[config.mk]
export PLATFORM = sky130hd
export DESIGN_NAME = wdt_top
export DESIGN_NICKNAME = d
export VERILOG_FILES = /design/src/rtl/wdt_pkg.sv /design/src/rtl/wdt_prescale.sv /design/src/rtl/wdt_unlock.sv /design/src/rtl/wdt_stage_fsm.sv /design/src/rtl/wdt_top.sv
export SDC_FILE = /design/constraint.sdc
export NUM_CORES = 1
export LEC_CHECK = 0
export BUFFER_PORTS_ARGS = -buffer_cell sky130_fd_sc_hd__clkbuf_2
export CELL_PAD_IN_SITES_DETAIL_PLACEMENT = 1
export CELL_PAD_IN_SITES_GLOBAL_PLACEMENT = 1
export CORE_UTILIZATION = 30
export CTS_CLUSTER_DIAMETER = 40
export CTS_CLUSTER_SIZE = 8
export DETAILED_ROUTE_END_ITERATION = 8
export PLACE_DENSITY_LB_ADDON = 0.1
export SYNTH_ARGS = -nofsm -noshare
export SYNTH_HDL_FRONTEND = slang
export SYNTH_SLANG_ARGS = --single-unit
[constraint.sdc]
create_clock -name clk -period 7.8 [get_ports clk]
set_input_delay 0.78 -clock clk [delete_from_list [all_inputs] [get_ports clk]]
set_output_delay 0.78 -clock clk [all_outputs]
set_load 0.05 [all_outputs]
[src/rtl/wdt_pkg.sv]
package wdt_pkg;
    typedef enum logic [1:0] {
        ST_IDLE,
        ST_STAGE1,
        ST_STAGE2,
        ST_FIRED
    } wdt_state_e;

    typedef enum logic [1:0] {
        UK_NONE,
        UK_HALF,
        UK_OPEN
    } key_state_e;

    localparam int ADDR_W = 5;
    localparam logic [ADDR_W-1:0] OFS_PRE1   = 5'h00;
    localparam logic [ADDR_W-1:0] OFS_PRE2   = 5'h04;
    localparam logic [ADDR_W-1:0] OFS_ISTAT  = 5'h08;
    localparam logic [ADDR_W-1:0] OFS_RELOAD = 5'h0C;
    localparam logic [ADDR_W-1:0] OFS_CFG    = 5'h10;
    localparam logic [ADDR_W-1:0] OFS_LOCK   = 5'h14;

    localparam logic [31:0] KEY_FIRST  = 32'h0000_0080;
    localparam logic [31:0] KEY_SECOND = 32'h0000_0086;
endpackage

[src/rtl/wdt_prescale.sv]
module wdt_prescale #(
    parameter int SLOW_SHIFT = 15,
    parameter int FAST_SHIFT = 5
) (
    input  logic clk,
    input  logic rst_n,
    input  logic fast_sel,
    output logic tick
);
    logic [SLOW_SHIFT-1:0] div_q;

    always_ff @(posedge clk or negedge rst_n) begin
        if (!rst_n) begin
            div_q <= '0;
        end else begin
            div_q <= div_q + 1'b1;
        end
    end

    // A tick fires once per wrap of the selected low bits.
    always_comb begin
        tick = fast_sel ? (&div_q[FAST_SHIFT-1:0]) : (&div_q);
    end
endmodule

[src/rtl/wdt_unlock.sv]
module wdt_unlock
    import wdt_pkg::*;
(
    input  logic        clk,
    input  logic        rst_n,
    input  logic        key_wr,
    input  logic        guard_wr,
    input  logic [31:0] data,
    output logic        open_o,
    output logic        accept_o
);
    key_state_e state_q, state_d;

    always_ff @(posedge clk or negedge rst_n) begin
        if (!rst_n) begin
            state_q <= UK_NONE;
        end else begin
            state_q <= state_d;
        end
    end

    always_comb begin
        state_d = state_q;
        unique case (state_q)
            UK_NONE: begin
                if (key_wr) begin
                    state_d = (data == KEY_FIRST) ? UK_HALF : UK_NONE;
                end
            end
            UK_HALF: begin
                if (key_wr) begin
                    if (data == KEY_SECOND) begin
                        state_d = UK_OPEN;
                    end else if (data == KEY_FIRST) begin
                        state_d = UK_HALF;
                    end else begin
                        state_d = UK_NONE;
                    end
                end
            end
            UK_OPEN: begin
                if (guard_wr) begin
                    state_d = (key_wr && data == KEY_FIRST) ? UK_HALF : UK_NONE;
                end
            end
            default: state_d = UK_NONE;
        endcase
    end

    always_comb begin
        open_o   = (state_q == UK_OPEN);
        accept_o = guard_wr && (state_q == UK_OPEN);
    end
endmodule

[src/rtl/wdt_stage_fsm.sv]
module wdt_stage_fsm
    import wdt_pkg::*;
#(
    parameter int PRE_W = 20
) (
    input  logic             clk,
    input  logic             rst_n,
    input  logic             tick,
    input  logic             run,
    input  logic             wd_mode,
    input  logic             kick,
    input  logic [PRE_W-1:0] pre1,
    input  logic [PRE_W-1:0] pre2,
    output wdt_state_e       state_o,
    output logic             warn_o,
    output logic             bite_o
);
    localparam logic [PRE_W-1:0] ONE = PRE_W'(1);

    wdt_state_e       state_q, state_d;
    logic [PRE_W-1:0] cnt_q, cnt_d;
    logic             last_tick;

    always_ff @(posedge clk or negedge rst_n) begin
        if (!rst_n) begin
            state_q <= ST_IDLE;
            cnt_q   <= '0;
        end else begin
            state_q <= state_d;
            cnt_q   <= cnt_d;
        end
    end

    always_comb begin
        last_tick = tick && (cnt_q <= ONE);
        state_d   = state_q;
        cnt_d     = cnt_q;
        warn_o    = 1'b0;
        bite_o    = 1'b0;
        unique case (state_q)
            ST_IDLE: begin
                if (run) begin
                    state_d = ST_STAGE1;
                    cnt_d   = pre1;
                end
            end
            ST_STAGE1: begin
                if (!run) begin
                    state_d = ST_IDLE;
                end else if (kick) begin
                    cnt_d = pre1;
                end else if (last_tick) begin
                    state_d = ST_STAGE2;
                    cnt_d   = pre2;
                    warn_o  = 1'b1;
                end else if (tick) begin
                    cnt_d = cnt_q - ONE;
                end
            end
            ST_STAGE2: begin
                if (!run) begin
                    state_d = ST_IDLE;
                end else if (kick) begin
                    state_d = ST_STAGE1;
                    cnt_d   = pre1;
                end else if (last_tick) begin
                    bite_o = 1'b1;
                    if (wd_mode) begin
                        state_d = ST_FIRED;
                    end else begin
                        state_d = ST_STAGE1;
                        cnt_d   = pre1;
                    end
                end else if (tick) begin
                    cnt_d = cnt_q - ONE;
                end
            end
            ST_FIRED: begin
                if (!run) begin
                    state_d = ST_IDLE;
                end
            end
            default: state_d = ST_IDLE;
        endcase
    end

    always_comb begin
        state_o = state_q;
    end
endmodule

[src/rtl/wdt_top.sv]
module wdt_top
    import wdt_pkg::*;
#(
    parameter int PRE_W       = 20,
    parameter int RST_PRELOAD = 512,
    parameter int SLOW_SHIFT  = 15,
    parameter int FAST_SHIFT  = 5
) (
    input  logic              clk,
    input  logic              por_n,
    input  logic              rst_n,
    input  logic              wr_en,
    input  logic [ADDR_W-1:0] addr,
    input  logic [31:0]       wdata,
    output logic [31:0]       rdata,
    output logic              irq_o,
    output logic              wdt_rst_o
);
    localparam logic [PRE_W-1:0] PRE_INIT = PRE_W'(RST_PRELOAD);
    localparam int LOCK_BIT = 0;
    localparam int EN_BIT   = 1;
    localparam int FUNC_BIT = 2;

    logic [PRE_W-1:0] pre1_q, pre2_q;
    logic [7:0]       cfg_q;
    logic [2:0]       lock_q;
    logic             istat_q;
    logic             flag_q;

    logic       key_wr, guard_wr, unlock_open, prot_accept;
    logic       tick, run, wd_mode, kick, warn, bite;
    wdt_state_e fsm_state;

    always_comb begin
        key_wr   = wr_en && (addr == OFS_RELOAD);
        guard_wr = wr_en && (addr == OFS_PRE1 || addr == OFS_PRE2 || addr == OFS_RELOAD);
        run      = lock_q[EN_BIT];
        wd_mode  = !lock_q[FUNC_BIT];
        kick     = prot_accept && (addr == OFS_RELOAD) && wdata[8];
    end

    wdt_prescale #(
        .SLOW_SHIFT(SLOW_SHIFT),
        .FAST_SHIFT(FAST_SHIFT)
    ) u_presc (
        .clk     (clk),
        .rst_n   (rst_n),
        .fast_sel(cfg_q[2]),
        .tick    (tick)
    );

    wdt_unlock u_key (
        .clk     (clk),
        .rst_n   (rst_n),
        .key_wr  (key_wr),
        .guard_wr(guard_wr),
        .data    (wdata),
        .open_o  (unlock_open),
        .accept_o(prot_accept)
    );

    wdt_stage_fsm #(
        .PRE_W(PRE_W)
    ) u_fsm (
        .clk    (clk),
        .rst_n  (rst_n),
        .tick   (tick),
        .run    (run),
        .wd_mode(wd_mode),
        .kick   (kick),
        .pre1   (pre1_q),
        .pre2   (pre2_q),
        .state_o(fsm_state),
        .warn_o (warn),
        .bite_o (bite)
    );

    // Register file cleared by system reset.
    always_ff @(posedge clk or negedge rst_n) begin
        if (!rst_n) begin
            pre1_q  <= PRE_INIT;
            pre2_q  <= PRE_INIT;
            cfg_q   <= '0;
            lock_q  <= '0;
            istat_q <= 1'b0;
        end else begin
            if (prot_accept && addr == OFS_PRE1) begin
                pre1_q <= wdata[PRE_W-1:0];
            end
            if (prot_accept && addr == OFS_PRE2) begin
                pre2_q <= wdata[PRE_W-1:0];
            end
            if (wr_en && addr == OFS_CFG) begin
                cfg_q <= wdata[7:0];
            end
            if (wr_en && addr == OFS_LOCK && !lock_q[LOCK_BIT]) begin
                lock_q <= wdata[2:0];
            end
            if (warn && cfg_q[1:0] != 2'b11) begin
                istat_q <= 1'b1;
            end else if (wr_en && addr == OFS_ISTAT && wdata[0]) begin
                istat_q <= 1'b0;
            end
        end
    end

    // Timeout flag lives on the power-on reset only.
    always_ff @(posedge clk or negedge por_n) begin
        if (!por_n) begin
            flag_q <= 1'b0;
        end else if (bite && wd_mode) begin
            flag_q <= 1'b1;
        end else if (prot_accept && addr == OFS_RELOAD && wdata[9]) begin
            flag_q <= 1'b0;
        end
    end

    always_comb begin
        irq_o     = istat_q;
        wdt_rst_o = (fsm_state == ST_FIRED) && !cfg_q[5];
        rdata     = '0;
        unique case (addr)
            OFS_PRE1:   rdata = 32'(pre1_q);
            OFS_PRE2:   rdata = 32'(pre2_q);
            OFS_ISTAT:  rdata = {31'b0, istat_q};
            OFS_RELOAD: rdata = {22'b0, flag_q, 9'b0};
            OFS_CFG:    rdata = {24'b0, cfg_q};
            OFS_LOCK:   rdata = {29'b0, lock_q};
            default:    rdata = '0;
        endcase
    end
endmodule

==> impl_metrics.json <==
{
  "vdd_drop_max_v": 0.0001205,
  "fin_tns_setup_ns": 0,
  "core_sq_mm": 0.01724,
  "vias": 4261,
  "synthArstFlopShare_pct": 100.0,
  "cts_sinks": 92,
  "ys.flop_type": "dfrtp_1",
  "cts_tree": "built",
  "synthesis.area_sq_mm": 0.005279,
  "drv_slew": 0,
  "diodes": 0,
  "clk_pin_slew_ns": 0.07,
  "min_period_ns": 3.803,
  "synth_area_per_cell_sq_um": 10.27,
  "p_sw_mw": 0.5151,
  "outcome": "finished, final reports clean",
  "p_leak_nw": 2.698,
  "syn_inst": 514,
  "dr.pass1.iters": 4,
  "max_slew_margin_pct": 29.47,
  "grt_pass1_wl_um": 25900,
  "synth.distinct_cells": 64,
  "path_max_fanout": 12,
  "io_buffer_count": 62,
  "via_per_inst": 5.353,
  "path_class": "input pin to output pin",
  "cts_resized": 0,
  "start_util_pct": 30.63,
  "finalSetupViolations": 0,
  "final_common_cell": "dfrtp_1",
  "grt_antenna_before_repair": 0,
  "seqPwrFrac_pct": 40.4,
  "wl_per_cell_um": 20.21,
  "post_cts_buffers": 0,
  "postRouteAntennaNets": 0,
  "ios": 75,
  "cts_hold_buf": 0,
  "worst_slew_pin_slew_ns": 1.058,
  "grt_max_degree": 51,
  "clock_tree.buffer_depth": 2,
  "worst_ep_required_time_ns": 7.02,
  "critical_path.startpoint_type": "input pin",
  "power_mw": 1.374,
  "drc": 0,
  "ys_ff_latch": 92,
  "place.gp.congestion": 0.8371,
  "clock.fmax_mhz": 262.9,
  "synth-edff-count": 0,
  "clkPwrFrac_pct": 32.5,
  "final_cell_mix": "90 x dfrtp_1, 61 x clkbuf_2, 50 x mux2_2",
  "yosysWarnings": 0,
  "htreeDepth": 3,
  "finalHoldViolCount": 0,
  "fin_nets": 616,
  "grt_pass1_vias": 4366,
  "insertion_delay_ns": 0.36,
  "wl_um": 16090,
  "final_layout_size_suffix_gt1_share_pct": 26.44,
  "die_height_um": 134.7,
  "drtIter0Drc": 149,
  "rows": 48,
  "grt_use_total_pct": 18.92,
  "die_w_um": 134.7,
  "combPwrFrac_pct": 27.1,
  "fin_crit_sh_pct": 48.76,
  "crit_arrival_ns": 3.02,
  "end_kind": "output pin",
  "dp_hpwl_um": 12230,
  "cts-root-buf": "clkbuf_16",
  "power_switching_share_pct": 37.48,
  "powerDensity_mw_per_mm2": 227.8,
  "grt.overflow.total": 0,
  "grt_setup_unrepaired": "false",
  "area_growth_pct": 14.29,
  "cts_buffers": 9,
  "maxCapViolations": 0,
  "ys_seq_area_share_pct": 43.66,
  "dieArea_sq_mm": 0.01813,
  "fin_skew_ns": 0.01128,
  "min_path_type": "input pin to asynchronous set/reset pin",
  "p_int_mw": 0.8593
}
==> power by group through the flow <==
stage	Clock, mW	Sequential [mW]	Combinational, mW
final	0.446	0.555	0.373
after global routing	0.475	0.562	0.409
after CTS	0.458	0.555	0.373
after detailed placement	0	0.565	0.372
after global placement	0	0.565	0.366
after floorplan	0	0.549	0.282
==> synthesized netlist by cell type, types with 8 or more instances <==
| master | count | area [sq um] |
|---|---|---|
| a21oi_1 | 12 | 60.06 |
| a221oi_1 | 14 | 122.6 |
| a22o_1 | 11 | 96.34 |
| buf_4 | 13 | 97.59 |
| clkbuf_1 | 13 | 48.80 |
| dfrtp_1 | 90 | 2252 |
| ha_1 | 9 | 112.6 |
| inv_1 | 11 | 41.29 |
| mux2_2 | 50 | 563.0 |
| mux2i_1 | 9 | 90.09 |
| nand2_1 | 42 | 157.7 |
| nand3_1 | 10 | 50.05 |
| nor2_1 | 43 | 161.4 |
| nor3_1 | 12 | 60.06 |
| nor4_1 | 10 | 62.56 |
| o21ai_0 | 26 | 130.1 |
| o21ai_1 | 8 | 40.04 |
| xnor2_1 | 10 | 87.58 |
| xor2_1 | 10 | 87.58 |
==> per-layer routing <==
| layer | global-route usage, % | vias to the layer above | wire [um] |
|---|---|---|---|
| met3 | 3.116 | 20 | 563 |
| met2 | 27.92 | 86 | 7050 |
| met4 | 7.179 | 0 | 322 |
| met1 | 27.51 | 2165 | 8148 |
| met5 | 0 | - | 0 |
| li1 | - | 1990 | - |
==> worst max-delay path, stage by stage <==
cell and delay, ns:
clkbuf_2 0.11, or4_1 0.74, nor2_1 0.82, a22o_1 0.29
clkbuf_2 0.28
==> cells by family after synthesis <==
kind of cell / synth area share, %
compound gates: 16.00
xor+xnor: 3.318
fa+ha+maj: 2.133
buf+inv: 4.503
flops: 43.66
mux: 12.37
other cells: 0.07104
simple gates: 17.94
==> layout make-up <==
type | instances | area [sq um]
fillers | 1979 | 11200
multi-input cells | 387 | 2778
flip-flops and latches | 92 | 2305
repair buffers | 65 | 335.3
well taps | 225 | 281.5
clock buffers | 9 | 225.2
clock inverters | 7 | 67.56
inverters | 11 | 41.29
==> flip-flops by register name (all words and copies together), names as in the netlist <==
register	count
lock_q	3
u_fsm.state_o	2
pre2_q	20
irq_o	1
pre1_q	20
u_fsm.cnt_q	20
u_key.state_q	2
cfg_q	8
flag_q	1
u_presc.div_q	15
==> through the flow <==
| stage | hold slack (ns) | utilization, % | setup slack (ns) | cells | area [sq um] |
|---|---|---|---|---|---|
| final | 0.1861 | 35.00 | 3.997 | 796 | 6033 |
| after global routing | 0.1779 | 35.00 | 3.854 | 796 | 6033 |
| after CTS | 0.1774 | 35.00 | 3.983 | 796 | 6033 |
| after detailed placement | 0.4661 | 33.30 | 3.974 | 780 | 5741 |
| after global placement | 0.4633 | 33.30 | 4.059 | 780 | 5741 |
| after floorplan | 0.4420 | - | 4.411 | 525 | 5320 |
==> worst paths after layout <==
check,startpoint,end,slack [ns],cells after the start
setup / recovery,addr[1],rdata[13],4.00,5
hold / removal,por_n,flag_q$_DFFE_PN0P_,0.19,1
setup reg to reg,u_presc.div_q[0]$_DFF_PN0_,u_fsm.cnt_q[10]$_DFFE_PN0P_,4.43,9
hold reg to reg,u_presc.div_q[14]$_DFF_PN0_,u_presc.div_q[14]$_DFF_PN0_,0.47,1
max in group asynchronous,rst_n,pre1_q[8]$_DFFE_PN0P_,6.29,2
min in group clk,u_presc.div_q[14]$_DFF_PN0_,u_presc.div_q[14]$_DFF_PN0_,0.47,1
Note: power is estimated with default switching activity, not from simulation.
